<file path="config.mk">
export PLATFORM = sky130hd
export DESIGN_NAME = twowire_hs_slave
export DESIGN_NICKNAME = d
export VERILOG_FILES = /design/src/rtl/tw_pkg.sv /design/src/rtl/tw_sync.sv /design/src/rtl/tw_shift.sv /design/src/rtl/tw_fsm.sv /design/src/rtl/twowire_hs_slave.sv
export SDC_FILE = /design/constraint.sdc
export NUM_CORES = 1
export LEC_CHECK = 0
export BUFFER_PORTS_ARGS = -buffer_cell sky130_fd_sc_hd__buf_2
export CAP_MARGIN = 20
export CORE_MARGIN = 2
export CORE_UTILIZATION = 56
export DETAILED_ROUTE_END_ITERATION = 10
export PLACE_DENSITY = 0.77
export SYNTH_ARGS = -nofsm -noshare
export SYNTH_HDL_FRONTEND = slang
export SYNTH_SLANG_ARGS = --single-unit
export TNS_END_PERCENT = 10
</file>
<file path="constraint.sdc">
create_clock -name clk -period 2.2 [get_ports clk]
set_input_delay 0.33 -clock clk [delete_from_list [all_inputs] [get_ports clk]]
set_output_delay 0.33 -clock clk [all_outputs]
set_load 0.1 [all_outputs]
</file>
<file path="src/rtl/tw_pkg.sv">
// Shared constants and types for the two-wire write slave.
// Assumes 8-bit bytes and a 7-bit address with a strap-selected low bit.
package tw_pkg;
    localparam int BYTE_W = 8;
    localparam logic [5:0] ADDR_HI   = 6'b111010;
    localparam logic [4:0] MCODE_HI  = 5'b00001;
    localparam logic [7:0] GC_ADDR   = 8'h00;
    localparam logic [7:0] GC_RST    = 8'h06;

    typedef enum logic [1:0] {
        ST_IDLE = 2'd0,
        ST_ADDR = 2'd1,
        ST_ACK  = 2'd2,
        ST_DATA = 2'd3
    } tw_state_t;
endpackage

</file>
<file path="src/rtl/tw_sync.sv">
// Synchroniser and edge/condition detector for the bus lines.
// Assumes both lines idle high; the flops reset to 1 so reset creates no edge.
module tw_sync #(
    parameter int STAGES = 2
) (
    input  logic clk,
    input  logic rst_n,
    input  logic scl_i,
    input  logic sda_i,
    output logic sda_s,
    output logic scl_rise,
    output logic scl_fall,
    output logic start_det,
    output logic stop_det
);
    logic [STAGES-1:0] scl_q;
    logic [STAGES-1:0] sda_q;
    logic              scl_prev;
    logic              sda_prev;

    // First stage samples the raw lines.
    always_ff @(posedge clk) begin
        if (!rst_n) begin
            scl_q[0] <= 1'b1;
            sda_q[0] <= 1'b1;
        end else begin
            scl_q[0] <= scl_i;
            sda_q[0] <= sda_i;
        end
    end

    // Remaining synchroniser stages, one per generate iteration.
    for (genvar g = 1; g < STAGES; g++) begin : g_stage
        always_ff @(posedge clk) begin
            if (!rst_n) begin
                scl_q[g] <= 1'b1;
                sda_q[g] <= 1'b1;
            end else begin
                scl_q[g] <= scl_q[g-1];
                sda_q[g] <= sda_q[g-1];
            end
        end
    end

    // Previous-sample register for edge detection.
    always_ff @(posedge clk) begin
        if (!rst_n) begin
            scl_prev <= 1'b1;
            sda_prev <= 1'b1;
        end else begin
            scl_prev <= scl_q[STAGES-1];
            sda_prev <= sda_q[STAGES-1];
        end
    end

    // Edge and condition decode on the synchronised levels.
    always_comb begin
        sda_s     = sda_q[STAGES-1];
        scl_rise  = scl_q[STAGES-1] & ~scl_prev;
        scl_fall  = ~scl_q[STAGES-1] & scl_prev;
        start_det = scl_q[STAGES-1] & scl_prev & sda_prev & ~sda_q[STAGES-1];
        stop_det  = scl_q[STAGES-1] & scl_prev & ~sda_prev & sda_q[STAGES-1];
    end
endmodule

</file>
<file path="src/rtl/tw_shift.sv">
// Bit collector: shifts data in MSB first on each clock rise while enabled.
// Assumes the controller clears it at every condition and after each byte.
module tw_shift #(
    parameter int BITS = 8
) (
    input  logic            clk,
    input  logic            rst_n,
    input  logic            en,
    input  logic            clr,
    input  logic            scl_rise,
    input  logic            sda_s,
    output logic [BITS-1:0] data,
    output logic            full
);
    localparam int CW = $clog2(BITS + 1);
    logic [CW-1:0] cnt;

    // Shift register and bit count; clear wins over shifting.
    always_ff @(posedge clk) begin
        if (!rst_n) begin
            data <= '0;
            cnt  <= '0;
        end else if (clr) begin
            cnt  <= '0;
        end else if (en && scl_rise && !full) begin
            data <= {data[BITS-2:0], sda_s};
            cnt  <= cnt + 1'b1;
        end
    end

    // Byte complete flag.
    always_comb full = (cnt == CW'(BITS));
endmodule

</file>
<file path="src/rtl/tw_fsm.sv">
// Transfer controller: decodes first byte, acknowledges, emits bytes,
// tracks high-speed mode and the general-call reset.
// Assumes bus clock phases span several system clocks.
module tw_fsm
    import tw_pkg::*;
(
    input  logic              clk,
    input  logic              rst_n,
    input  logic              strap,
    input  logic              scl_fall,
    input  logic              start_det,
    input  logic              stop_det,
    input  logic [BYTE_W-1:0] rx_byte,
    input  logic              rx_full,
    output logic              shift_en,
    output logic              shift_clr,
    output logic              pull,
    output logic              valid,
    output logic [BYTE_W-1:0] data_out,
    output logic              hs,
    output logic              gc_pulse
);
    tw_state_t state;
    tw_state_t ack_next;
    logic      gc_mode;
    logic      byte_end;

    // Byte boundary and shifter control.
    always_comb begin
        shift_en  = (state == ST_ADDR) || (state == ST_DATA);
        byte_end  = shift_en && scl_fall && rx_full;
        shift_clr = start_det || stop_det || byte_end;
    end

    // Main controller state update.
    always_ff @(posedge clk) begin
        if (!rst_n) begin
            state    <= ST_IDLE;
            ack_next <= ST_IDLE;
            gc_mode  <= 1'b0;
            pull     <= 1'b0;
            valid    <= 1'b0;
            data_out <= '0;
            hs       <= 1'b0;
            gc_pulse <= 1'b0;
        end else begin
            valid    <= 1'b0;
            gc_pulse <= 1'b0;
            if (stop_det) begin
                state   <= ST_IDLE;
                pull    <= 1'b0;
                hs      <= 1'b0;
                gc_mode <= 1'b0;
            end else if (start_det) begin
                state   <= ST_ADDR;
                pull    <= 1'b0;
                gc_mode <= 1'b0;
            end else begin
                case (state)
                    ST_ADDR: if (byte_end) begin
                        if (rx_byte[7:1] == {ADDR_HI, strap}) begin
                            pull     <= 1'b1;
                            state    <= ST_ACK;
                            ack_next <= rx_byte[0] ? ST_IDLE : ST_DATA;
                        end else if (rx_byte == GC_ADDR) begin
                            pull     <= 1'b1;
                            gc_mode  <= 1'b1;
                            state    <= ST_ACK;
                            ack_next <= ST_DATA;
                        end else if (rx_byte[7:3] == MCODE_HI) begin
                            hs    <= 1'b1;
                            state <= ST_IDLE;
                        end else begin
                            state <= ST_IDLE;
                        end
                    end
                    ST_DATA: if (byte_end) begin
                        if (gc_mode) begin
                            if (rx_byte == GC_RST) begin
                                pull     <= 1'b1;
                                gc_pulse <= 1'b1;
                                state    <= ST_ACK;
                                ack_next <= ST_IDLE;
                            end else begin
                                state <= ST_IDLE;
                            end
                        end else begin
                            pull     <= 1'b1;
                            valid    <= 1'b1;
                            data_out <= rx_byte;
                            state    <= ST_ACK;
                            ack_next <= ST_DATA;
                        end
                    end
                    ST_ACK: if (scl_fall) begin
                        pull  <= 1'b0;
                        state <= ack_next;
                    end
                    default: ;
                endcase
            end
        end
    end

    AST_START_ADDR: assert property (@(posedge clk) disable iff (!rst_n)
        (start_det && !stop_det) |=> (state == ST_ADDR));
    AST_ACK_RELEASE: assert property (@(posedge clk) disable iff (!rst_n)
        (state == ST_ACK && scl_fall && !start_det && !stop_det) |=> !pull);
    AST_STOP_CLEARS_HS: assert property (@(posedge clk) disable iff (!rst_n)
        stop_det |=> !hs);
    AST_MCODE_NOACK: assert property (@(posedge clk) disable iff (!rst_n)
        $rose(hs) |-> !pull);
    AST_VALID_ONE: assert property (@(posedge clk) disable iff (!rst_n)
        valid |=> !valid);
    AST_VALID_ACK: assert property (@(posedge clk) disable iff (!rst_n)
        valid |-> pull);
    AST_GC_ONE: assert property (@(posedge clk) disable iff (!rst_n)
        gc_pulse |=> !gc_pulse);
endmodule

</file>
<file path="src/rtl/twowire_hs_slave.sv">
// Top of the two-wire write slave: synchroniser, bit collector, controller.
// Assumes the system clock runs at least 16x the bus clock; never drives SCL.
module twowire_hs_slave
    import tw_pkg::*;
#(
    parameter int SYNC_STAGES = 2
) (
    input  logic              clk,
    input  logic              rst_n,
    input  logic              scl_i,
    input  logic              sda_i,
    input  logic              addr_strap_i,
    output logic              sda_pull_o,
    output logic              wr_valid_o,
    output logic [BYTE_W-1:0] wr_data_o,
    output logic              hs_mode_o,
    output logic              gc_reset_o
);
    logic              sda_s, scl_rise, scl_fall, start_det, stop_det;
    logic              shift_en, shift_clr, rx_full;
    logic [BYTE_W-1:0] rx_byte;

    tw_sync #(.STAGES(SYNC_STAGES)) u_sync (
        .clk(clk), .rst_n(rst_n), .scl_i(scl_i), .sda_i(sda_i),
        .sda_s(sda_s), .scl_rise(scl_rise), .scl_fall(scl_fall),
        .start_det(start_det), .stop_det(stop_det)
    );

    tw_shift #(.BITS(BYTE_W)) u_shift (
        .clk(clk), .rst_n(rst_n), .en(shift_en), .clr(shift_clr),
        .scl_rise(scl_rise), .sda_s(sda_s), .data(rx_byte), .full(rx_full)
    );

    tw_fsm u_fsm (
        .clk(clk), .rst_n(rst_n), .strap(addr_strap_i), .scl_fall(scl_fall),
        .start_det(start_det), .stop_det(stop_det), .rx_byte(rx_byte),
        .rx_full(rx_full), .shift_en(shift_en), .shift_clr(shift_clr),
        .pull(sda_pull_o), .valid(wr_valid_o), .data_out(wr_data_o),
        .hs(hs_mode_o), .gc_pulse(gc_reset_o)
    );
endmodule

</file>
## Yosys cells after proc, flatten, opt, wreduce, memory -nomap -nowiden

Cells that the tools add are included.

| storage, ports and cells | value |
|---|---|
| memories | 0 |
| bits in writable memories | 0 |
| bits in latches | 0 |
| register bits | 35 |
| word-level logic and storage cells | 105 |
| memory bits (read-only) | 0 |

| operators by class | value |
|---|---|
| shift-type cells | 0 |
| bitwise operators | 20 |
| add/subtract/negate cells | 1 |
| magnitude comparators | 0 |
| reduce and logical (&&, ||, !) cells | 25 |
| eq/ne operators | 15 |
| multiply operators | 0 |
| mux-type cells | 27 |
| div/mod/pow operators | 0 |

Operators by type and width:

| cell | number |
|---|---|
| two-way mux 2 bit | 14 |
| inverter 1 bit | 13 |
| AND reduction 4 bit | 3 |
| AND reduction 6 bit | 2 |
| two-way mux 1 bit | 10 |
| inequality test 3 x 1 -> 1 bit (second input constant) | 3 |
| equality test 8 x 3 -> 1 bit (second input constant) | 1 |
| zero test 8 bit | 1 |
| bitwise AND 1 bit | 7 |
| equality test 7 bit | 1 |
| AND reduction 7 bit | 1 |
| inequality test 2 x 1 -> 1 bit (second input constant) | 3 |
| inequality test 3 bit (second input constant) | 2 |
| case mux 2 bit (3 select lines) | 1 |
| OR reduction 6 bit | 1 |
| equality test 5 x 1 -> 1 bit (second input constant) | 1 |
| AND reduction 5 bit | 1 |
| OR reduction 5 bit | 1 |
| adder 4 x 1 -> 4 bit (second input constant) | 1 |
| equality test 2 bit (second input constant) | 2 |
| equality test 4 bit (second input constant) | 1 |
| logical AND 1 bit | 4 |
| case mux 2 bit (2 select lines) | 1 |
| nonzero test 4 bit | 1 |
| 9 further kinds | 12 |

## Longest topological paths before layout

Gate-level depths: netlist of the first run.

| depth | value |
|---|---|
| word-level depth | 7 |
| mapped depth | 8 |
| depth with buffers taken out | 7 |

## By module

Synthesis of the first run repeated with hierarchy kept, for this count alone.

| unflattened totals | value |
|---|---|
| cells, all modules | 171 |
| area total of the unflattened synthesis | 1616.6 um^2 |

By module, submodules not included:

| module | times used | area an instance (um^2) | cells an instance |
|---|---|---|---|
| tw_fsm | 1 | 905.9 | 100 |
| tw_shift | 1 | 520.5 | 55 |
| tw_sync | 1 | 190.2 | 16 |

## Least setup slack after synthesis of the first run

Ideal clock, no wire load.

| path | value |
|---|---|
| kind | reg-to-reg |
| from | reg u_shift.cnt[0] |
| to | reg u_fsm.data_out[0] |
| required time | 2080 ps |
| cell stages (with the launch flop) | 9 |
| arrival time | 1513 ps |
| setup slack | 567 ps |
| clock period less this slack | 1633 ps |
| library setup time | 120 ps |
| cell sequence | dfxtp_1 > inv_1 > ha_1 > and3b_1 > and3_1 > buf_2 > nand4_2 > mux2i_1 > nor2b_1 |

| on the way | value |
|---|---|
| word-level cells in the longest chain between the ends | 3 |

Ends and longest elaborated chain:

| item | line | RTL |
|---|---|---|
| from (decl) | tw_shift.sv:16 | `logic [CW-1:0] cnt;` |
| from (signal assigned) | tw_shift.sv:27 | `cnt <= cnt + 1'b1;` |
| equality test 4 bit | tw_shift.sv:32 | `always_comb full = (cnt == CW'(BITS));` |
| logical AND 1 bit | tw_fsm.sv:31 | `byte_end = shift_en && scl_fall && rx_full;` |
| AND reduction 5 bit (no line) | n/a |  |
| to (signal assigned) | tw_fsm.sv:90 | `data_out <= rx_byte;` |
| to (decl) | tw_fsm.sv:19 | `output logic [BYTE_W-1:0] data_out,` |

No other way between the ends.
A chain may end at the register's enable or synchronous reset.

## Worst setup path after layout of the first run

| path | value |
|---|---|
| from | reg u_shift.cnt[0] |
| to | reg u_fsm.data_out[4] |

Same word-level chain as after synthesis.

==> flow_summary.html, run 1 <==
<table>
<tr><th>Metric</th><th>Value</th></tr>
<tr><th colspan="2">Setup path</th></tr>
<tr><td>Worst Path Max Fanout</td><td>8</td></tr>
<tr><td>Data required time of the worst path</td><td>~2400 ps</td></tr>
<tr><td>Nature of the critical path startpoint</td><td>flip-flop</td></tr>
<tr><td>Max stage delay cell, worst path</td><td>sky130_fd_sc_hd__dfxtp_1</td></tr>
<tr><td>Delay of the slowest cell on the worst path</td><td>350 ps</td></tr>
<tr><td>Element type at the critical path end</td><td>flip-flop</td></tr>
<tr><td>CP Class</td><td>reg -&gt; reg</td></tr>
<tr><td>CP Data Arrival Time</td><td>2030 ps</td></tr>
<tr><td>Ordered cell list for the critical path</td><td>inv_1 &gt; ha_1 &gt; and3b_1 &gt; and3_1 &gt; nand4_2 &gt; mux2i_1 &gt; nor2b_1</td></tr>
<tr><th colspan="2">Finish</th></tr>
<tr><td>Diodes inserted</td><td>0</td></tr>
<tr><td>Post-synthesis to final-layout area growth</td><td>10.2%</td></tr>
<tr><td>Non-filler instance count after layout</td><td>195</td></tr>
<tr><td>Layout Nets</td><td>between 150 and 200</td></tr>
<tr><td>Total area of sequential cells</td><td>681 um^2</td></tr>
<tr><td>Share of final-layout standard cells stronger than drive strength 1</td><td>0.182</td></tr>
<tr><td>Area of the multi-input gates</td><td>747 um^2</td></tr>
<tr><td>Fill count</td><td>just over 200</td></tr>
<tr><th colspan="2">Drt</th></tr>
<tr><td>Post-detailed-routing wire length</td><td>2550 um</td></tr>
<tr><td>Initial drt markers</td><td>23</td></tr>
<tr><td>Vias/cell</td><td>approximately 5.5</td></tr>
<tr><td>Total via count after detailed routing</td><td>~1.1k</td></tr>
<tr><td>Post-DRT Antenna Nets</td><td>0</td></tr>
<tr><td>Detailed-routing iteration count for the pre-antenna-repair pass</td><td>4</td></tr>
<tr><td>DR WL/cell</td><td>13.1 um</td></tr>
<tr><td>Residual DRC count</td><td>0</td></tr>
<tr><th colspan="2">Synth</th></tr>
<tr><td>Xor/xnor share of the synthesized area</td><td>0.0299</td></tr>
<tr><td>Number of flip-flops and latches in the synthesized netlist</td><td>34</td></tr>
<tr><td>Synthesized area per cell</td><td>9.90 um^2</td></tr>
<tr><td>Area of the mapped netlist</td><td>0.00147 mm^2</td></tr>
<tr><td>Count of flip-flops with a built-in enable after synthesis</td><td>0</td></tr>
<tr><td>Syn_nets</td><td>155</td></tr>
<tr><td>Top cells by area, synth</td><td>sky130_fd_sc_hd__dfxtp_1 46%, sky130_fd_sc_hd__mux2i_1 12%, sky130_fd_sc_hd__nor2b_1 8.1%</td></tr>
<tr><td>Leading register cell type out of synthesis</td><td>sky130_fd_sc_hd__dfxtp_1</td></tr>
<tr><td>Fraction of synthesized cell area taken by the top area cell type</td><td>0.465</td></tr>
<tr><td>Sequential area share after synthesis</td><td>0.465</td></tr>
<tr><td>Adder and majority cell fraction of the synthesized area</td><td>0.0171</td></tr>
<tr><td>Synth async-reset ratio</td><td>0</td></tr>
<tr><td>Area fraction in compound gates after synthesis</td><td>0.0658</td></tr>
<tr><td>Portion of netlist area occupied by mux cells</td><td>0.123</td></tr>
<tr><td>Count of yosys warnings during synthesis</td><td>0</td></tr>
<tr><td>Combinational family with the most area after synthesis</td><td>simple AND/OR/NAND/NOR gates</td></tr>
<tr><td>Number of distinct standard cells referenced by the synthesized netlist</td><td>34</td></tr>
<tr><td>Area leader, netlist</td><td>sky130_fd_sc_hd__dfxtp_1</td></tr>
<tr><td>Gate count of the mapped netlist</td><td>about 150</td></tr>
<tr><td>Synthesized-area fraction occupied by and/or/nand/nor cells</td><td>0.274</td></tr>
<tr><th colspan="2">Global route</th></tr>
<tr><td>Maximum number of pins on one net before global-route repair</td><td>28</td></tr>
<tr><td>Global route total overflow</td><td>0</td></tr>
<tr><td>Gr usage total</td><td>0.202</td></tr>
<tr><td>First-pass GRT wire length</td><td>4220 um</td></tr>
<tr><td>Number of antenna violations at the first check in global routing</td><td>0</td></tr>
<tr><td>Number of global-route vias before repair</td><td>970</td></tr>
<tr><th colspan="2">Power and ir drop</th></tr>
<tr><td>Power density over the cells</td><td>615 mW/mm^2</td></tr>
<tr><td>Sw Share</td><td>0.215</td></tr>
<tr><td>Reported leakage power</td><td>0.669 nW</td></tr>
<tr><td>IR Drop Worst-Case VDD</td><td>0.000499 V</td></tr>
<tr><td>Internal Dissipation</td><td>approximately 0.0008 W</td></tr>
<tr><td>Fraction of power consumed by the clock network</td><td>0.337</td></tr>
<tr><td>Logic gate share of total power</td><td>0.034</td></tr>
<tr><td>Net switching component of the power</td><td>0.000213 W</td></tr>
<tr><td>Share of total power in sequential cells</td><td>0.629</td></tr>
<tr><th colspan="2">Worst hold path</th></tr>
<tr><td>Worst hold path class</td><td>in -&gt; reg</td></tr>
<tr><th colspan="2">Timing</th></tr>
<tr><td>Count of final setup violators</td><td>0</td></tr>
<tr><td>Final Critical Period</td><td>1800 ps</td></tr>
<tr><td>Final-report hold violation count</td><td>0</td></tr>
<tr><td>Max-slew headroom</td><td>0.629</td></tr>
<tr><td>Post-route worst setup slack</td><td>approximately 400 ps</td></tr>
<tr><td>Max Clock Freq</td><td>556 MHz</td></tr>
<tr><td>Worst hold margin</td><td>181 ps</td></tr>
<tr><td>Layout Skew</td><td>roughly 12 ps</td></tr>
<tr><td>Sum of negative setup slack</td><td>0 ps</td></tr>
<tr><td>Setup repair after global routing missed its margin</td><td>false</td></tr>
<tr><td>Post-route fraction of the period consumed by the critical path</td><td>0.818</td></tr>
<tr><td>Final number of max-transition violations</td><td>0</td></tr>
<tr><td>Transition time at the pin with the least slew margin</td><td>550 ps</td></tr>
<tr><th colspan="2">CTS</th></tr>
<tr><td>Resized cells post-CTS</td><td>0</td></tr>
<tr><td>Worst-case clock buffer depth</td><td>2</td></tr>
<tr><td>Buffers inserted during post-CTS setup optimization</td><td>0</td></tr>
<tr><td>Clk sink count</td><td>34</td></tr>
<tr><td>Number of buffers created by CTS</td><td>5</td></tr>
<tr><td>Register clock-pin slew on the reported worst setup and hold paths</td><td>90 ps</td></tr>
<tr><td>CTS tree</td><td>done</td></tr>
<tr><td>Maximum level of the CTS H-tree</td><td>2</td></tr>
<tr><td>Buffer type at the clock tree root</td><td>sky130_fd_sc_hd__clkbuf_4</td></tr>
<tr><td>Number of hold buffers added after cts</td><td>0</td></tr>
<tr><td>Clock latency reported for the late side of the worst-skew pair</td><td>330 ps</td></tr>
<tr><th colspan="2">Placed design</th></tr>
<tr><td>Count of input and output buffers</td><td>16</td></tr>
<tr><td>Placed Cells incl. Taps</td><td>around 190</td></tr>
<tr><td>HPWL after DPL</td><td>between 1500 and 2000 um</td></tr>
<tr><td>Minimum setup slack after placement</td><td>402 ps</td></tr>
<tr><td>Global placement routability congestion</td><td>0.808</td></tr>
<tr><th colspan="2">Outcome</th></tr>
<tr><td>Result of the run</td><td>completed</td></tr>
<tr><th colspan="2">Die</th></tr>
<tr><td>I/O Pins</td><td>17</td></tr>
<tr><td>Die width</td><td>roughly 55 um</td></tr>
<tr><td>Die height</td><td>55.2 um</td></tr>
<tr><td>Initial Util</td><td>0.591</td></tr>
<tr><td>Standard cell core area</td><td>0.00248 mm^2</td></tr>
<tr><td>Die outline area</td><td>0.00304 mm^2</td></tr>
<tr><td>Rows</td><td>18</td></tr>
<tr><th colspan="2">Run</th></tr>
<tr><td>Reported max-cap violation count</td><td>0</td></tr>
</table>
==> worst paths after layout <==
check / start / endpoint / slack, ps / depth (start not counted)
worst max-delay path: u_shift.cnt[0] / u_fsm.data_out[4] / 400 / 7
worst min-delay path: sda_i / u_sync.sda_q[0] / 180 / 2
worst max register to register: u_shift.cnt[0] / u_fsm.data_out[4] / 400 / 7
worst min register to register: u_sync.scl_q[0] / u_sync.scl_q[1] / 410 / 1
==> routing by layer <==
metal | wire, um | track usage | share of wire | vias to the layer above
li1 | - | - | - | 544
met1 | 1240 | 0.245 | 0.49 | 495
met2 | 1160 | 0.310 | 0.45 | 21
met3 | 115 | 0.0806 | 0.045 | 6
met4 | 43 | 0.102 | 0.017 | 0
met5 | 0 | 0 | 0 | -
==> layout by cell type (no fill, tap or decap), types with 2 or more instances in the layout <==
cell type	n
sky130_fd_sc_hd__nand4_1	3
sky130_fd_sc_hd__mux2i_1	18
sky130_fd_sc_hd__o21a_1	2
sky130_fd_sc_hd__nor2b_1	19
sky130_fd_sc_hd__nand3_1	2
sky130_fd_sc_hd__dfxtp_1	34
sky130_fd_sc_hd__buf_2	16
sky130_fd_sc_hd__nand2b_1	8
sky130_fd_sc_hd__o21ai_0	2
sky130_fd_sc_hd__nor3_1	2
sky130_fd_sc_hd__nor3_2	2
sky130_fd_sc_hd__nand4b_1	3
sky130_fd_sc_hd__xnor2_1	3
sky130_fd_sc_hd__xor2_1	2
sky130_fd_sc_hd__clkbuf_4	5
sky130_fd_sc_hd__and3b_1	2
sky130_fd_sc_hd__nand2_1	8
sky130_fd_sc_hd__ha_1	2
sky130_fd_sc_hd__inv_1	3
sky130_fd_sc_hd__nor2_1	11
sky130_fd_sc_hd__a31oi_1	3
==> flip-flops by register name, indices dropped and copies added (netlist names), 2 cells and up <==
name            cells
u_sync.scl_q        2
u_fsm.data_out      8
u_fsm.state         2
u_shift.cnt         4
u_shift.data        8
==> cell families (layout without fill, tap and decap cells) <==
logic type               Yosys count  count (layout)
adder cells (fa/ha/maj)            2               2
flip-flops                        34              34
buffers and inverters              9              26
AND/OR/NAND/NOR                   67              67
XOR/XNOR                           5               5
AO/OA/AOI/OAI                     13              13
multiplexers                      18              18
==> critical path, delay by kind of cell, from the launching register on <==
family	cells	cell delay [ps]
flops	1	350
mux	1	270
simple gates	4	870
fa+ha+maj	1	130
buf+inv	1	70
==> Yosys cell counts (3+ instances only) <==
cell	n
sky130_fd_sc_hd__dfxtp_1	34
sky130_fd_sc_hd__nor2b_1	19
sky130_fd_sc_hd__mux2i_1	18
sky130_fd_sc_hd__nor2_1	11
sky130_fd_sc_hd__nand2_1	8
sky130_fd_sc_hd__nand2b_1	8
sky130_fd_sc_hd__a31oi_1	3
sky130_fd_sc_hd__buf_2	3
sky130_fd_sc_hd__clkbuf_1	3
sky130_fd_sc_hd__inv_1	3
sky130_fd_sc_hd__nand4_1	3
sky130_fd_sc_hd__nand4b_1	3
sky130_fd_sc_hd__xnor2_1	3
==> area by class of cell <==
class                   instances  share of cell area
multi-input cells             105               0.462
flip-flops and latches         34               0.421
repair buffers                 17              0.0542
clock buffers                   6              0.0318
well taps                      30              0.0232
inverters                       3             0.00697
==> metrics by stage <==
| stage | util | power (W) | instance area (um^2) |
|---|---|---|---|
| 6_report | 0.652 | 0.000993 | 1620 |
| 5_1_grt | 0.652 | 0.00104 | 1620 |
| 4_1_cts | 0.652 | 0.00100 | 1620 |
| 3_5_place_dp | 0.631 | 0.000673 | 1560 |
| 3_3_place_gp | 0.631 | 0.000672 | 1560 |
| 2_1_floorplan | - | 0.000662 | 1470 |
==> power by group through the flow <==
stage / clock [W] / combinational (W) / sequential, W
after floorplan: 0 / 0.0000237 / 0.000638
after global placement: 0 / 0.0000326 / 0.000639
final: 0.000335 / 0.0000335 / 0.000625
after global routing: 0.000372 / 0.0000371 / 0.000626
after detailed placement: 0 / 0.0000336 / 0.000639
after CTS: 0.000343 / 0.0000338 / 0.000625
Power figures use the tool's default switching activity.
==> run 2: changes to the inputs <==
- CORE_UTILIZATION: 56 -> 50
- PLACE_DENSITY: 0.77 -> 0.73
- clock period: 2.2 -> 1.5 ns (I/O delays scaled with it)
==> flow_summary.html, run 2 (synthesized netlist as in run 1, its figures left out) <==
<table>
<tr><th>Metric</th><th>Value</th></tr>
<tr><th colspan="2">Finish</th></tr>
<tr><td>Most common cell after layout, fill and taps aside</td><td>sky130_fd_sc_hd__dfxtp_1</td></tr>
<tr><td>Share of final-layout standard cells stronger than drive strength 1</td><td>0.317</td></tr>
<tr><td>Diodes inserted</td><td>0</td></tr>
<tr><td>Layout Nets</td><td>about 190</td></tr>
<tr><td>Post-synthesis to final-layout area growth</td><td>23.7%</td></tr>
<tr><td>Biggest registers after layout</td><td>u_fsm.data_out (8), u_shift.data (8), u_shift.cnt (4)</td></tr>
<tr><td>Commonest cells after routing, fill and taps aside</td><td>32 x sky130_fd_sc_hd__dfxtp_1, 20 x sky130_fd_sc_hd__buf_4, 19 x sky130_fd_sc_hd__nor2b_1</td></tr>
<tr><th colspan="2">Timing</th></tr>
<tr><td>Final number of max-transition violations</td><td>0</td></tr>
<tr><td>Final Critical Period</td><td>1660 ps</td></tr>
<tr><td>Post-route worst setup slack</td><td>-161 ps</td></tr>
<tr><td>Final-report hold violation count</td><td>0</td></tr>
<tr><td>Sum of negative setup slack</td><td>-450 ps</td></tr>
<tr><td>Max Clock Freq</td><td>602 MHz</td></tr>
<tr><td>Max-slew headroom</td><td>0.624</td></tr>
<tr><td>Layout Skew</td><td>4.81 ps</td></tr>
<tr><td>Count of final setup violators</td><td>11</td></tr>
<tr><td>Post-route fraction of the period consumed by the critical path</td><td>1.11</td></tr>
<tr><td>Setup repair after global routing missed its margin</td><td>true</td></tr>
<tr><td>Transition time at the pin with the least slew margin</td><td>~560 ps</td></tr>
<tr><th colspan="2">Setup path</th></tr>
<tr><td>CP Data Arrival Time</td><td>1920 ps</td></tr>
<tr><td>R2r startpoint</td><td>u_shift.data[6]</td></tr>
<tr><td>Element type at the critical path end</td><td>flip-flop</td></tr>
<tr><td>CP Class</td><td>reg -&gt; reg</td></tr>
<tr><td>Largest delay share family, worst path</td><td>simple AND/OR/NAND/NOR gates</td></tr>
<tr><td>Data required time of the worst path</td><td>about 1800 ps</td></tr>
<tr><td>Delay of the slowest cell on the worst path</td><td>560 ps</td></tr>
<tr><td>Nature of the critical path startpoint</td><td>flip-flop</td></tr>
<tr><td>Launch point of the critical path</td><td>u_shift.data[6]</td></tr>
<tr><td>Buf/Inv on CP</td><td>0</td></tr>
<tr><td>Ordered cell list for the critical path</td><td>or4_4 &gt; nor3_4 &gt; a211oi_2 &gt; o22ai_2 &gt; mux2i_1</td></tr>
<tr><td>Max stage delay cell, worst path</td><td>sky130_fd_sc_hd__or4_4</td></tr>
<tr><td>Worst Path Max Fanout</td><td>3</td></tr>
<tr><th colspan="2">Drt</th></tr>
<tr><td>Total via count after detailed routing</td><td>1168</td></tr>
<tr><td>Detailed-routing iteration count for the pre-antenna-repair pass</td><td>4</td></tr>
<tr><td>Post-detailed-routing wire length</td><td>2920 um</td></tr>
<tr><td>Initial drt markers</td><td>36</td></tr>
<tr><td>Vias/cell</td><td>5.38</td></tr>
<tr><td>Post-DRT Antenna Nets</td><td>0</td></tr>
<tr><td>DR WL/cell</td><td>13.4 um</td></tr>
<tr><td>Residual DRC count</td><td>0</td></tr>
<tr><th colspan="2">Die</th></tr>
<tr><td>Die width</td><td>58.1 um</td></tr>
<tr><td>Die outline area</td><td>0.00338 mm^2</td></tr>
<tr><td>Initial Util</td><td>0.527</td></tr>
<tr><td>I/O Pins</td><td>17</td></tr>
<tr><td>Standard cell core area</td><td>0.00278 mm^2</td></tr>
<tr><td>Rows</td><td>19</td></tr>
<tr><td>Die height</td><td>58.1 um</td></tr>
<tr><th colspan="2">CTS</th></tr>
<tr><td>Clock latency reported for the late side of the worst-skew pair</td><td>330 ps</td></tr>
<tr><td>Clk sink count</td><td>34</td></tr>
<tr><td>CTS tree</td><td>done</td></tr>
<tr><td>Number of hold buffers added after cts</td><td>0</td></tr>
<tr><td>Worst-case clock buffer depth</td><td>2</td></tr>
<tr><td>Number of buffers created by CTS</td><td>5</td></tr>
<tr><td>Maximum level of the CTS H-tree</td><td>2</td></tr>
<tr><td>Buffer type at the clock tree root</td><td>sky130_fd_sc_hd__clkbuf_4</td></tr>
<tr><td>Register clock-pin slew on the reported worst setup and hold paths</td><td>100 ps</td></tr>
<tr><td>Buffers inserted during post-CTS setup optimization</td><td>0</td></tr>
<tr><th colspan="2">Placed design</th></tr>
<tr><td>Count of input and output buffers</td><td>16</td></tr>
<tr><td>Global placement routability congestion</td><td>0.812</td></tr>
<tr><td>HPWL after DPL</td><td>around 2200 um</td></tr>
<tr><th colspan="2">Power and ir drop</th></tr>
<tr><td>IR Drop Worst-Case VDD</td><td>roughly 0.00077 V</td></tr>
<tr><td>Power density over the cells</td><td>790 mW/mm^2</td></tr>
<tr><td>Reported leakage power</td><td>0.790 nW</td></tr>
<tr><td>Total design power</td><td>0.00143 W</td></tr>
<tr><th colspan="2">Global route</th></tr>
<tr><td>Number of antenna violations at the first check in global routing</td><td>0</td></tr>
<tr><td>Number of global-route vias before repair</td><td>1137</td></tr>
<tr><td>Maximum number of pins on one net before global-route repair</td><td>23</td></tr>
<tr><td>Gr usage total</td><td>0.200</td></tr>
<tr><td>Global route total overflow</td><td>0</td></tr>
<tr><td>First-pass GRT wire length</td><td>5040 um</td></tr>
<tr><th colspan="2">Worst hold path</th></tr>
<tr><td>Beginning of the worst hold path</td><td>sda_i</td></tr>
<tr><td>Worst hold path class</td><td>in -&gt; reg</td></tr>
<tr><th colspan="2">Run</th></tr>
<tr><td>Reported max-cap violation count</td><td>0</td></tr>
<tr><th colspan="2">Outcome</th></tr>
<tr><td>Violations in the final reports</td><td>negative setup slack</td></tr>
<tr><td>Result of the run</td><td>finished with violations</td></tr>
</table>
run 2: where the power goes:
group          internal, W  total (W)  switching, W
combinational    0.0000284  0.0000586     0.0000302
sequential        0.000910   0.000916    0.00000617
clock             0.000168   0.000457      0.000289
total              0.00111    0.00143      0.000325
run 2: final timing paths:
path                        to  slack, ps  cells after the start
max          u_fsm.ack_next[0]       -160                      5
max reg2reg  u_fsm.ack_next[0]       -160                      5
min            u_sync.sda_q[0]         70                      2
min reg2reg       u_sync.sda_s        420                      1
run 2: final cells by class:
class,count,area (um^2)
Fill cell,234,970
Multi-Input combinational cell,105,790
Sequential cell,34,683
Timing Repair Buffer,37,241
Tap cell,31,38.8
Clock buffer,5,37.5
Inverter,3,11.3
Clock inverter,2,10.0
run 2: metal layers:
layer | routed length, um | global-route usage
met2 | 1440 | 0.318
met3 | 122 | 0.0536
met5 | 0 | 0
met1 | 1310 | 0.243
met4 | 46 | 0.113
run 2: worst register-to-register path: cells and delay by family (launching register included):
kind,cells,cell delay (ps)
AND/OR/NAND/NOR,2,730
flip-flops,1,320
AO/OA/AOI/OAI,2,330
multiplexers,1,200
run 2: through the flow:
| step | hold slack, ps | worst slack (ps) | instance area, um^2 | instances | utilization |
|---|---|---|---|---|---|
| 2_1_floorplan | 298 | -18.7 | 1490 | 148 | - |
| 3_3_place_gp | 389 | -81.8 | 1730 | 210 | 0.622 |
| 3_5_place_dp | 398 | -133 | 1730 | 210 | 0.622 |
| 4_1_cts | 51.2 | -145 | 1780 | 217 | 0.641 |
| 5_1_grt | 51.2 | -271 | 1810 | 217 | 0.651 |
| 6_report | 66.9 | -161 | 1810 | 217 | 0.651 |
run 2: what timing repair did:
action | CTS | global route
setup endpoints to repair | 13 | 23
endpoints found under the hold margin | 0 | 0
resized for setup | 2 | 6
pin swaps | 2 | 1
==> run 3: changes to the inputs <==
- PLACE_DENSITY: 0.73 -> default
- PLACE_DENSITY_LB_ADDON: default -> 0.2
==> flow_summary.html, run 3 (synthesized netlist as in run 1, its figures left out) <==
<table>
<tr><th>Metric</th><th>Value</th></tr>
<tr><th colspan="2">Outcome</th></tr>
<tr><td>Result of the run</td><td>finished with violations</td></tr>
<tr><td>Violations in the final reports</td><td>negative setup slack</td></tr>
<tr><th colspan="2">Setup path</th></tr>
<tr><td>CP Data Arrival Time</td><td>1920 ps</td></tr>
<tr><td>CP Class</td><td>reg -&gt; reg</td></tr>
<tr><td>Data required time of the worst path</td><td>1770 ps</td></tr>
<tr><td>Nature of the critical path startpoint</td><td>flip-flop</td></tr>
<tr><td>Worst Path Max Fanout</td><td>3</td></tr>
<tr><td>Element type at the critical path end</td><td>flip-flop</td></tr>
<tr><th colspan="2">Drt</th></tr>
<tr><td>Initial drt markers</td><td>24</td></tr>
<tr><td>Post-DRT Antenna Nets</td><td>0</td></tr>
<tr><td>Total via count after detailed routing</td><td>1156</td></tr>
<tr><td>DR WL/cell</td><td>13.4 um</td></tr>
<tr><td>Residual DRC count</td><td>0</td></tr>
<tr><td>Post-detailed-routing wire length</td><td>2930 um</td></tr>
<tr><td>Vias/cell</td><td>5.30</td></tr>
<tr><td>Detailed-routing iteration count for the pre-antenna-repair pass</td><td>4</td></tr>
<tr><th colspan="2">CTS</th></tr>
<tr><td>Buffers inserted during post-CTS setup optimization</td><td>0</td></tr>
<tr><td>Buffer type at the clock tree root</td><td>sky130_fd_sc_hd__clkbuf_4</td></tr>
<tr><td>Maximum level of the CTS H-tree</td><td>2</td></tr>
<tr><td>Clk sink count</td><td>34</td></tr>
<tr><td>Number of hold buffers added after cts</td><td>0</td></tr>
<tr><td>Clock latency reported for the late side of the worst-skew pair</td><td>340 ps</td></tr>
<tr><td>Register clock-pin slew on the reported worst setup and hold paths</td><td>110 ps</td></tr>
<tr><td>CTS tree</td><td>done</td></tr>
<tr><td>Worst-case clock buffer depth</td><td>2</td></tr>
<tr><td>Number of buffers created by CTS</td><td>5</td></tr>
<tr><th colspan="2">Timing</th></tr>
<tr><td>Post-route fraction of the period consumed by the critical path</td><td>1.10</td></tr>
<tr><td>Max Clock Freq</td><td>606 MHz</td></tr>
<tr><td>Transition time at the pin with the least slew margin</td><td>486 ps</td></tr>
<tr><td>Layout Skew</td><td>11.2 ps</td></tr>
<tr><td>Post-route worst setup slack</td><td>-151 ps</td></tr>
<tr><td>Count of final setup violators</td><td>8</td></tr>
<tr><td>Final Critical Period</td><td>1650 ps</td></tr>
<tr><td>Max-slew headroom</td><td>0.678</td></tr>
<tr><td>Worst hold margin</td><td>70.4 ps</td></tr>
<tr><td>Final number of max-transition violations</td><td>0</td></tr>
<tr><td>Setup repair after global routing missed its margin</td><td>true</td></tr>
<tr><td>Final-report hold violation count</td><td>0</td></tr>
<tr><th colspan="2">Finish</th></tr>
<tr><td>Biggest registers after layout</td><td>u_fsm.data_out (8), u_shift.data (8), u_shift.cnt (4)</td></tr>
<tr><td>Layout Nets</td><td>193</td></tr>
<tr><td>Diodes inserted</td><td>0</td></tr>
<tr><td>Area of the multi-input gates</td><td>approximately 810 um^2</td></tr>
<tr><td>Most common cell after layout, fill and taps aside</td><td>sky130_fd_sc_hd__dfxtp_1</td></tr>
<tr><td>Non-filler instance count after layout</td><td>218</td></tr>
<tr><td>Share of final-layout standard cells stronger than drive strength 1</td><td>0.332</td></tr>
<tr><td>Commonest cells after routing, fill and taps aside</td><td>32 x sky130_fd_sc_hd__dfxtp_1, 20 x sky130_fd_sc_hd__buf_4, 18 x sky130_fd_sc_hd__nor2b_1, 18 x sky130_fd_sc_hd__mux2i_1, 16 x sky130_fd_sc_hd__buf_2</td></tr>
<tr><td>Fill count</td><td>around 230</td></tr>
<tr><td>Post-synthesis to final-layout area growth</td><td>25.6%</td></tr>
<tr><td>Total area of sequential cells</td><td>683 um^2</td></tr>
<tr><th colspan="2">Power and ir drop</th></tr>
<tr><td>Logic gate share of total power</td><td>0.039</td></tr>
<tr><td>Power density over the cells</td><td>approximately 810 mW/mm^2</td></tr>
<tr><td>Internal Dissipation</td><td>0.00117 W</td></tr>
<tr><td>IR Drop Worst-Case VDD</td><td>between 0.0008 and 0.0009 V</td></tr>
<tr><td>Fraction of power consumed by the clock network</td><td>0.350</td></tr>
<tr><td>Reported leakage power</td><td>0.795 nW</td></tr>
<tr><td>Sw Share</td><td>0.223</td></tr>
<tr><td>Share of total power in sequential cells</td><td>0.611</td></tr>
<tr><td>Net switching component of the power</td><td>0.000334 W</td></tr>
<tr><th colspan="2">Global route</th></tr>
<tr><td>Number of antenna violations at the first check in global routing</td><td>0</td></tr>
<tr><td>Gr usage total</td><td>0.203</td></tr>
<tr><td>Global route total overflow</td><td>0</td></tr>
<tr><td>Number of global-route vias before repair</td><td>1174</td></tr>
<tr><td>Maximum number of pins on one net before global-route repair</td><td>23</td></tr>
<tr><td>First-pass GRT wire length</td><td>5130 um</td></tr>
<tr><th colspan="2">Worst hold path</th></tr>
<tr><td>Worst hold path class</td><td>in -&gt; reg</td></tr>
<tr><th colspan="2">Die</th></tr>
<tr><td>Die width</td><td>58.1 um</td></tr>
<tr><td>I/O Pins</td><td>17</td></tr>
<tr><td>Die outline area</td><td>0.00338 mm^2</td></tr>
<tr><td>Die height</td><td>58.1 um</td></tr>
<tr><td>Rows</td><td>19</td></tr>
<tr><td>Standard cell core area</td><td>0.00278 mm^2</td></tr>
<tr><td>Initial Util</td><td>0.527</td></tr>
<tr><th colspan="2">Run</th></tr>
<tr><td>Reported max-cap violation count</td><td>0</td></tr>
<tr><th colspan="2">Placed design</th></tr>
<tr><td>HPWL after DPL</td><td>about 2100 um</td></tr>
<tr><td>Placed Cells incl. Taps</td><td>210</td></tr>
<tr><td>Global placement routability congestion</td><td>0.807</td></tr>
<tr><td>Count of input and output buffers</td><td>16</td></tr>
</table>
==> run 3: metrics by stage <==
stage	setup TNS (ps)	util	setup WS, ps	total power, W	instance area, um^2
floorplan	-33.7	-	-18.7	0.000971	1490
global placement	-904	0.622	-105	0.000992	1730
detailed placement	-1480	0.622	-177	0.000994	1730
CTS	-634	0.651	-148	0.00151	1810
global route	-1670	0.662	-241	0.00156	1840
finish	-424	0.662	-151	0.00150	1840
==> run 3: timing repair <==
action,CTS,global route
gates resized for setup,7,5
hold endpoints to repair,0,0
pin swaps,2,1
endpoints found under the setup margin,13,22
==> run 3: path summary, 6_finish.rpt <==
path                    from                end  slack (ps)  cells past startpoint
max          u_shift.data[6]  u_fsm.ack_next[0]        -150                      5
min                    scl_i    u_sync.scl_q[0]          70                      2
max reg2reg  u_shift.data[6]  u_fsm.ack_next[0]        -150                      5
min reg2reg  u_sync.scl_q[0]    u_sync.scl_q[1]         410                      1
==> run 3: layout make-up <==
type | instances | area share
well taps | 31 | 0.0211
inverters | 3 | 0.00612
repair buffers | 37 | 0.131
flip-flops and latches | 34 | 0.371
multi-input cells | 105 | 0.438
clock inverters | 1 | 0.00272
clock buffers | 7 | 0.0299
==> run 3: power by group through the flow <==
stage | logic, W | registers (W) | clock network (W)
after detailed placement | 0.0000572 | 0.000937 | 0
after floorplan | 0.0000348 | 0.000937 | 0
after global routing | 0.0000655 | 0.000918 | 0.000580
final | 0.0000585 | 0.000916 | 0.000525
after global placement | 0.0000556 | 0.000936 | 0
after CTS | 0.0000576 | 0.000916 | 0.000531
==> run 3: metal layers <==
layer / vias up / track usage / share of wire
met2: 25 / 0.334 / 0.49
li1: 587 / - / -
met1: 537 / 0.240 / 0.45
met5: - / 0 / 0
met4: 0 / 0.113 / 0.019
met3: 7 / 0.0536 / 0.040
==> run 3: critical path: stages, from the launching register on <==
cell and delay (ps):
sky130_fd_sc_hd__dfxtp_1 330, sky130_fd_sc_hd__or4_4 570, sky130_fd_sc_hd__nor3_4 170, sky130_fd_sc_hd__a211oi_2 100
sky130_fd_sc_hd__o22ai_2 190, sky130_fd_sc_hd__mux2i_1 220
